$ cat config.mk
export PLATFORM = sky130hd
export DESIGN_NAME = dma_prio_arb
export DESIGN_NICKNAME = d
export VERILOG_FILES = /design/src/rtl/dma_arb_pkg.sv /design/src/rtl/dma_arb_prio_regs.sv /design/src/rtl/dma_arb_pending.sv /design/src/rtl/dma_arb_select.sv /design/src/rtl/dma_arb_grant.sv /design/src/rtl/dma_prio_arb.sv
export SDC_FILE = /design/constraint.sdc
export NUM_CORES = 1
export LEC_CHECK = 0
export BUFFER_PORTS_ARGS = -buffer_cell sky130_fd_sc_hd__buf_2
export CAP_MARGIN = 20
export CELL_PAD_IN_SITES_DETAIL_PLACEMENT = 1
export CELL_PAD_IN_SITES_GLOBAL_PLACEMENT = 1
export CORE_MARGIN = 2
export CORE_UTILIZATION = 43
export CTS_CLUSTER_DIAMETER = 120
export DETAILED_ROUTE_END_ITERATION = 10
export PLACE_DENSITY = 0.86
export SYNTH_ARGS = -nofsm -noshare
export SYNTH_HDL_FRONTEND = slang
export SYNTH_SLANG_ARGS = --single-unit
$ cat constraint.sdc
create_clock -name clk_i -period 11.5 [get_ports clk_i]
set_input_delay 1.725 -clock clk_i [delete_from_list [all_inputs] [get_ports clk_i]]
set_output_delay 1.725 -clock clk_i [all_outputs]
set_load 0.005 [all_outputs]
$ cat src/rtl/dma_arb_pkg.sv
package dma_arb_pkg;
  typedef enum logic [1:0] {
    PRIO_LOW   = 2'd0,
    PRIO_MED   = 2'd1,
    PRIO_HIGH  = 2'd2,
    PRIO_VHIGH = 2'd3
  } prio_lvl_e;

  localparam logic [1:0] PRIO_RESET = PRIO_LOW;
endpackage

$ cat src/rtl/dma_arb_prio_regs.sv
module dma_arb_prio_regs #(
  parameter int unsigned N_CH   = 5,
  parameter int unsigned PRIO_W = 2
) (
  input  logic                          clk_i,
  input  logic                          rst_ni,
  input  logic [N_CH-1:0]               wr_i,
  input  logic [PRIO_W-1:0]             wdata_i,
  output logic [N_CH-1:0][PRIO_W-1:0]   prio_o
);
  for (genvar c = 0; c < N_CH; c++) begin : g_ch
    always_ff @(posedge clk_i or negedge rst_ni) begin
      if (!rst_ni)      prio_o[c] <= PRIO_W'(dma_arb_pkg::PRIO_RESET);
      else if (wr_i[c]) prio_o[c] <= wdata_i;
    end
  end
endmodule

$ cat src/rtl/dma_arb_pending.sv
module dma_arb_pending #(
  parameter int unsigned N_CH = 5
) (
  input  logic            clk_i,
  input  logic            rst_ni,
  input  logic [N_CH-1:0] sw_trig_i,
  input  logic [N_CH-1:0] en_i,
  input  logic [N_CH-1:0] clr_i,
  output logic [N_CH-1:0] pend_o
);
  for (genvar c = 0; c < N_CH; c++) begin : g_ch
    always_ff @(posedge clk_i or negedge rst_ni) begin
      if (!rst_ni)                   pend_o[c] <= 1'b0;
      else if (sw_trig_i[c] && en_i[c]) pend_o[c] <= 1'b1; // new trigger beats completion
      else if (clr_i[c])             pend_o[c] <= 1'b0;
    end
  end
endmodule

$ cat src/rtl/dma_arb_select.sv
module dma_arb_select #(
  parameter int unsigned N_CH   = 5,
  parameter int unsigned PRIO_W = 2,
  parameter int unsigned IDX_W  = 3
) (
  input  logic [N_CH-1:0]             elig_i,
  input  logic [N_CH-1:0][PRIO_W-1:0] prio_i,
  output logic [N_CH-1:0]             win_o,
  output logic [IDX_W-1:0]            win_idx_o,
  output logic                        any_o
);
  logic [PRIO_W-1:0] best;

  // strict compare keeps the lower index on ties
  always_comb begin
    any_o     = 1'b0;
    best      = '0;
    win_idx_o = '0;
    for (int i = 0; i < int'(N_CH); i++) begin
      if (elig_i[i] && (!any_o || prio_i[i] > best)) begin
        any_o     = 1'b1;
        best      = prio_i[i];
        win_idx_o = IDX_W'(i);
      end
    end
  end

  for (genvar c = 0; c < N_CH; c++) begin : g_win
    assign win_o[c] = any_o && (win_idx_o == IDX_W'(c));
  end
endmodule

$ cat src/rtl/dma_arb_grant.sv
module dma_arb_grant #(
  parameter int unsigned N_CH  = 5,
  parameter int unsigned IDX_W = 3
) (
  input  logic             clk_i,
  input  logic             rst_ni,
  input  logic             any_i,
  input  logic [N_CH-1:0]  win_i,
  input  logic [IDX_W-1:0] win_idx_i,
  input  logic             done_i,
  output logic [N_CH-1:0]  grant_o,
  output logic [IDX_W-1:0] idx_o,
  output logic             vld_o,
  output logic [N_CH-1:0]  clr_o
);
  always_ff @(posedge clk_i or negedge rst_ni) begin
    if (!rst_ni) begin
      grant_o <= '0;
      idx_o   <= '0;
      vld_o   <= 1'b0;
    end else if (vld_o) begin
      if (done_i) begin
        grant_o <= '0;
        idx_o   <= '0;
        vld_o   <= 1'b0;
      end
    end else if (any_i) begin
      grant_o <= win_i;
      idx_o   <= win_idx_i;
      vld_o   <= 1'b1;
    end
  end

  assign clr_o = (vld_o && done_i) ? grant_o : '0;
endmodule

$ cat src/rtl/dma_prio_arb.sv
module dma_prio_arb #(
  parameter int unsigned N_CH   = 5,
  parameter int unsigned PRIO_W = 2,
  localparam int unsigned IDX_W = (N_CH > 1) ? $clog2(N_CH) : 1
) (
  input  logic              clk_i,
  input  logic              rst_ni,
  input  logic [N_CH-1:0]   hw_req_i,
  input  logic [N_CH-1:0]   sw_trig_i,
  input  logic [N_CH-1:0]   chan_en_i,
  input  logic [N_CH-1:0]   prio_wr_i,
  input  logic [PRIO_W-1:0] prio_wdata_i,
  input  logic              xfer_done_i,
  output logic [N_CH-1:0]   grant_o,
  output logic [IDX_W-1:0]  grant_idx_o,
  output logic              grant_vld_o
);
  logic [N_CH-1:0][PRIO_W-1:0] prio_q;
  logic [N_CH-1:0]             pend_q;
  logic [N_CH-1:0]             clr;
  logic [N_CH-1:0]             elig;
  logic [N_CH-1:0]             win;
  logic [IDX_W-1:0]            win_idx;
  logic                        win_any;

  dma_arb_prio_regs #(.N_CH(N_CH), .PRIO_W(PRIO_W)) u_prio (
    .clk_i   (clk_i),
    .rst_ni  (rst_ni),
    .wr_i    (prio_wr_i),
    .wdata_i (prio_wdata_i),
    .prio_o  (prio_q)
  );

  dma_arb_pending #(.N_CH(N_CH)) u_pend (
    .clk_i     (clk_i),
    .rst_ni    (rst_ni),
    .sw_trig_i (sw_trig_i),
    .en_i      (chan_en_i),
    .clr_i     (clr),
    .pend_o    (pend_q)
  );

  assign elig = chan_en_i & (hw_req_i | pend_q);

  dma_arb_select #(.N_CH(N_CH), .PRIO_W(PRIO_W), .IDX_W(IDX_W)) u_sel (
    .elig_i    (elig),
    .prio_i    (prio_q),
    .win_o     (win),
    .win_idx_o (win_idx),
    .any_o     (win_any)
  );

  dma_arb_grant #(.N_CH(N_CH), .IDX_W(IDX_W)) u_gnt (
    .clk_i     (clk_i),
    .rst_ni    (rst_ni),
    .any_i     (win_any),
    .win_i     (win),
    .win_idx_i (win_idx),
    .done_i    (xfer_done_i),
    .grant_o   (grant_o),
    .idx_o     (grant_idx_o),
    .vld_o     (grant_vld_o),
    .clr_o     (clr)
  );
endmodule

# Yosys cells after proc, flatten, opt, wreduce, memory -nomap -nowiden
# Cells that the tools add are included.
word_totals:
  reg_bits: 24
  in_bits: 25
  output_inout_bits: 9
  word_cells: 88
classes:
  n_lt_le_gt_ge: 4
  n_eq_ne: 5
  n_mux: 33
  bitwise_logic: 2
  reduce_logical: 31
op_table:
  columns: ["cell", "count"]
  rows:
  - ["2-to-1 mux 5 bit", 4]
  - ["2-to-1 mux 1 bit", 19]
  - ["logical AND 1 bit", 15]
  - ["2-to-1 mux 2 bit", 6]
  - ["2-to-1 mux 3 bit", 4]
  - ["nonzero test 2 bit", 6]
  - ["> comparator 2 bit", 4]
  - ["equality test 3 x 2 -> 1 bit, second input constant", 2]
  - ["bitwise AND 5 bit", 1]
  - ["OR 5 bit", 1]
  - ["logical NOT 1 bit", 4]
  - ["logical OR 1 bit", 4]
  - ["equality test 3 x 1 -> 1 bit, second input constant", 1]
  - ["equality test 3 bit, second input constant", 1]
  - ["logical NOT 3 bit", 1]
  - ["!= test 2 bit, second input constant", 1]
  - ["AND reduction 2 bit", 1]

# Longest topological paths before layout
logic_depth:
  ltp_word: 23
  mapped_depth: 25
  depth_no_buf: 25

# Hierarchy
# A second synthesis with hierarchy kept.
hier_totals:
  cells_unflattened: 144
  hier_area_um2: 1539.0
modules_own_cells:
  columns: ["mod", "n_inst", "cells_each", "area_each_um2", "seq_area_each_um2"]
  rows:
  - ["dma_arb_select", 1, 63, 481.7, 0.0]
  - ["dma_arb_grant", 1, 36, 450.4, 225.2]
  - ["dma_arb_prio_regs", 1, 20, 362.8, 250.2]
  - ["dma_arb_pending", 1, 20, 206.4, 125.1]
  - ["dma_prio_arb", 1, 5, 37.5, 0.0]

# Worst setup path after synthesis
# Ideal clock, no wire load.
synth_timing:
  path_kind: "input to register"
  startpoint: "in hw_req_i[0]"
  endpoint: "reg u_gnt.grant_o[3]"
  setup_time_ns: 0.121
  arrival_time_ns: 5.717
  t_required_ns: 11.379
  slack_ns: 5.662
  path_stages: 25
  n_path_buf: 0
  cell_sequence: "o21a_1 and2_1 ha_1 nand2_1 o21ai_2 a21oi_2 a22oi_1 ha_1 nor2b_1 o21ai_2 a21oi_4 a221o_1 nand2_1 ha_1 nor2b_1 o211ai_2 o21ai_2 a21oi_1 a22oi_1 ha_1 nor2b_1 o21ai_1 o21bai_1 and2b_1 a22o_1"
synth_between:
  elab_chain_len: 23
  elab_cells_between_ends: 37
  classes_between: "4 x order compare; 1 x eq/ne; 15 x mux; 2 x bitwise; 15 x reduce/logical"
synth_lines:
  columns: ["element", "line_no", "text"]
  rows:
  - ["start: declaration", "dma_prio_arb.sv:8", "input logic [N_CH-1:0] hw_req_i,"]
  - ["OR 5 bit (*)", "dma_prio_arb.sv:43", "assign elig = chan_en_i & (hw_req_i | pend_q);"]
  - ["bitwise AND 5 bit (*)", "dma_prio_arb.sv:43", null]
  - ["2-to-1 mux 2 bit / 2-to-1 mux 1 bit (equally long branches)", "dma_arb_select.sv:20", "if (elig_i[i] && (!any_o || prio_i[i] > best)) begin"]
  - ["> comparator 2 bit / logical NOT 1 bit (equally long branches)", "dma_arb_select.sv:20", null]
  - ["logical OR 1 bit", "dma_arb_select.sv:20", null]
  - ["logical AND 1 bit", "dma_arb_select.sv:20", null]
  - ["2-to-1 mux 2 bit / 2-to-1 mux 1 bit (equally long branches)", "dma_arb_select.sv:20", null]
  - ["> comparator 2 bit / logical NOT 1 bit (equally long branches)", "dma_arb_select.sv:20", null]
  - ["[... 7 more ...]", null, null]
  - ["> comparator 2 bit / logical NOT 1 bit (equally long branches)", "dma_arb_select.sv:20", null]
  - ["logical OR 1 bit", "dma_arb_select.sv:20", null]
  - ["logical AND 1 bit", "dma_arb_select.sv:20", null]
  - ["2-to-1 mux 3 bit", "dma_arb_select.sv:20", null]
  - ["equality test 3 x 2 -> 1 bit", "dma_arb_select.sv:29", "assign win_o[c] = any_o && (win_idx_o == IDX_W'(c));"]
  - ["logical AND 1 bit", "dma_arb_select.sv:29", null]
  - ["2-to-1 mux 5 bit", "dma_arb_grant.sv:27", "end else if (any_i) begin"]
  - ["2-to-1 mux 5 bit", "dma_arb_grant.sv:21", "end else if (vld_o) begin"]
  - ["end signal: assignment", "dma_arb_grant.sv:28", "grant_o <= win_i;"]
  - ["end: declaration", "dma_arb_grant.sv:11", "output logic [N_CH-1:0] grant_o,"]
# Mark *: on every way between the ends. The rest lies on a longest branch, timed or not. The select of a mux whose other input is x is not followed.
# A chain may end at the register's enable or synchronous reset.

# Worst setup path after layout
layout_timing:
  startpoint: "in chan_en_i[0]"
  endpoint: "reg u_gnt.grant_o[3]"
layout_between:
  elab_chain_len: 22
  elab_cells_between_ends: 36
  classes_between: "4 x order compare; 1 x eq/ne; 15 x mux; 1 x bitwise; 15 x reduce/logical"
layout_lines:
  columns: ["element", "line_no", "text"]
  rows:
  - ["start: declaration", "dma_prio_arb.sv:10", "input logic [N_CH-1:0] chan_en_i,"]
  - ["bitwise AND 5 bit (*)", "dma_prio_arb.sv:43", null]
  - ["2-to-1 mux 2 bit / 2-to-1 mux 1 bit (equally long branches)", "dma_arb_select.sv:20", null]
  - ["> comparator 2 bit / logical NOT 1 bit (equally long branches)", "dma_arb_select.sv:20", null]
  - ["logical OR 1 bit", "dma_arb_select.sv:20", null]
  - ["logical AND 1 bit", "dma_arb_select.sv:20", null]
  - ["2-to-1 mux 2 bit / 2-to-1 mux 1 bit (equally long branches)", "dma_arb_select.sv:20", null]
  - ["> comparator 2 bit / logical NOT 1 bit (equally long branches)", "dma_arb_select.sv:20", null]
  - ["logical OR 1 bit", "dma_arb_select.sv:20", null]
  - ["[... 6 more ...]", null, null]
  - ["> comparator 2 bit / logical NOT 1 bit (equally long branches)", "dma_arb_select.sv:20", null]
  - ["logical OR 1 bit", "dma_arb_select.sv:20", null]
  - ["logical AND 1 bit", "dma_arb_select.sv:20", null]
  - ["2-to-1 mux 3 bit", "dma_arb_select.sv:20", null]
  - ["equality test 3 x 2 -> 1 bit", "dma_arb_select.sv:29", null]
  - ["logical AND 1 bit", "dma_arb_select.sv:29", null]
  - ["2-to-1 mux 5 bit", "dma_arb_grant.sv:27", null]
  - ["2-to-1 mux 5 bit", "dma_arb_grant.sv:21", null]
# Marked as above.

==> results.toml <==
[critical_path]
timing.rr.start = "u_pend.pend_o[0]"
required_ns = 11.74
crit_start = "chan_en_i[0]"
crit_fanout = 8
critical_path_class = "input port to flop"
worstPathArrival_ns = 6.53
start_kind = "input port"
endpoint_kind = "flop"

[synth]
synth_xor_area_share_pct = 0
synth_nets = 167
yosysUniqueCellTypes = 37
synthesis.area_um2 = 1380
syn_area_per_cell_um2 = 10.3
ys_seq_area_share_pct = 43.6
synthMuxAreaShare_pct = 4.09
synthSimpleGateAreaFrac_pct = 15.5
synthAdderAreaFrac_pct = 7.27
ys_ff_latch = 24
synth_top_family_by_area = "compound AO/OA/AOI/OAI gates"
syn_inst = 134
synth_compound_area_share_pct = 27.8
yosysWarnings = 0

[status]
status = "completed"

[place]
port_buffers = 33
dpl.cell_count = 210
post-place-ws_ns = 4.95
dp_hpwl_um = 2800
gp_congestion = 0.782

[final_layout]
drive_gt1_share_pct = 32.9
num_antenna_cells = 0
final_cell_count_no_fill = 214
final_util_pct = 53.4
synthToLayoutAreaGrowth_pct = 18.4
layout_commonest_cell = "buf_2"
layout_common_cells = "buf_2, nand2_1, dfrtp_1, ha_1, o21ai_1"
num-nets-final = 204

[global_routing]
track_usage_pct = 21.4
grt_pass1_wl_um = 5690
overflow = 0
first_global_vias = 1207
antenna_found_initial = 0
grt_max_degree = 25

[timing]
final_min_period_over_clock_period_pct = 54.7
worst_slack_ns = 5.21
hold_viol = 0
grt_setup_unrepaired = "no"
setup_viol_count_final = 0
period_needed_ns = 6.29
slew-limit-headroom_pct = 64.7
skew_ns = 0.00623
slew_viol_final = 0
tightest_slew_ns = 0.529
finalSetupTns_ns = 0
clock.fmax_mhz = 159

[detailed_routing]
drc_errors = 0
num_vias = 1171
vias_per_cell = 5.47
drt-initial-drc-count = 42
ant_nets = 0
avgRoutedWirePerCell_um = 16.5
drt-pass1-iter-count = 4
routed_wl_um = 3530

[job]
max_cap_violations = 0

[cts]
clock_latency_ns = 0.33
clkSlewWorstSetupHoldPaths_ns = 0.14
cts_tree = "built"
postCtsHoldBufs = 0
ctsResizeCount = 0
cts.sink_count = 24
htree_levels = 1
post_cts_buffers = 0
cts_made_buffers = 3
clock_tree.root_cell = "clkbuf_4"
cts_buffer_depth = 2

[floorplanning]
die_area_um2 = 3670
core_um2 = 3050
die_w_um = 60.6
die_h_um = 60.6
row_count = 20
num_io_pins = 34
start_util_pct = 45.1

[power_and_ir_drop]
vdd_drop_max_uv = 76.3
p_leak_nw = 0.772
power_w = 0.000242
powerDensity_nw_per_um2 = 148

[min_path]
min_path_type = "flop to flop"
min_from = "u_gnt.idx_o[2]"
-- registers in the layout, indices dropped and copies added (netlist names) --
name and count:
u_gnt.grant_o 5, u_gnt.idx_o 3, u_gnt.vld_o 1, u_pend.pend_o 5, u_prio.prio_o 10
-- kinds of logic (layout without fill, tap and decap cells) --
group / after synthesis / count (layout)
AO/OA/AOI/OAI: 47 / 47
adder cells (fa/ha/maj): 8 / 8
buffers and inverters: 6 / 42
flip-flops: 24 / 24
multiplexers: 5 / 5
AND/OR/NAND/NOR: 44 / 44
-- cell usage after synthesis --
master     n  area [um2]
a211o_1    1        8.76
dfrtp_1   24         601
clkbuf_1   1        3.75
o21ai_2    4        35.0
inv_1      5        18.8
a21o_1     1        7.51
o211ai_1   1        7.51
a21oi_2    1        8.76
a21oi_4    1        16.3
a32o_2     1        11.3
o31ai_1    1        7.51
nor3_1     1        5.00
and2_1     1        6.26
o211ai_2   1        12.5
a221oi_1   1        8.76
a22o_2     1        10.0
nand2_1   28         105
a22o_1     6        52.6
a221o_1    1        10.0
and2b_1    1        7.51
nor2b_1    4        25.0
and2_0     1        6.26
o21a_1     4        30.0
ha_1       8         100
o21ai_0    6        30.0
or2b_1     1        7.51
nand2b_1   2        12.5
o21ai_4    2        32.5
o21ai_1    7        35.0
nand4_4    1        21.3
a21oi_1    3        15.0
a22oi_1    2        15.0
o21bai_1   1        7.51
nor2_1     3        11.3
mux2_2     5        56.3
or2_2      1        6.26
o31ai_4    1        21.3
-- worst paths after layout --
path / to / depth (start not counted) / slack [ns]
worst min register to register: u_gnt.idx_o[2] / 2 / 0.52
min in group asynchronous: u_pend.pend_o[3] / 1 / 1.34
worst max-delay path: u_gnt.grant_o[3] / 26 / 5.21
worst min-delay path: u_gnt.idx_o[2] / 2 / 0.52
worst max register to register: u_gnt.grant_o[3] / 25 / 6.27
max in group asynchronous: u_gnt.idx_o[2] / 1 / 9.80
-- through the flow --
stage	area (um2)	hold slack (ns)
global route	1630	0.565
finish	1630	0.517
CTS	1630	0.535
floorplan	1380	0.470
detailed placement	1590	0.503
global placement	1590	0.458
-- per-layer routing --
metal	vias to the layer above	track usage, %	wire [um]
met2	37	40.7	1900
met3	4	3.20	155
li1	555	-	-
met4	0	5.59	42
met1	575	24.7	1430
met5	-	0	0
-- power by group --
| group | leakage (nW) | switching, W | total [W] | internal, W |
|---|---|---|---|---|
| clock | 0.0210 | 0.0000279 | 0.0000474 | 0.0000194 |
| sequential | 0.285 | 0.0000104 | 0.000107 | 0.0000965 |
| combinational | 0.466 | 0.0000495 | 0.0000875 | 0.0000380 |
| total | 0.772 | 0.0000878 | 0.000242 | 0.000154 |
-- critical path, cell delays in order --
cell	delay [ns]
buf_2	0.10
o21a_1	0.19
nand2_1	0.08
ha_1	0.29
nor2b_1	0.16
o21ai_2	0.08
a21oi_2	0.32
a22oi_1	0.16
ha_1	0.31
nor2b_1	0.14
o21ai_2	0.20
a21oi_4	0.13
a221o_1	0.31
nand2_1	0.08
ha_1	0.23
nor2b_1	0.15
o211ai_2	0.19
o21ai_2	0.16
a21oi_1	0.15
a22oi_1	0.10
ha_1	0.31
nor2b_1	0.15
o21ai_1	0.11
o21bai_1	0.28
and2b_1	0.23
a22o_1	0.18
-- final cells by class --
cell class                 count  area, um2
clock buffer                   4       36.3
fill                         368       1420
inverter                       5       18.8
multi-input combinational    104        753
sequential                    24        601
tap                           44       55.1
timing repair buffer          33        165
(Power assumes the default switching activity.)
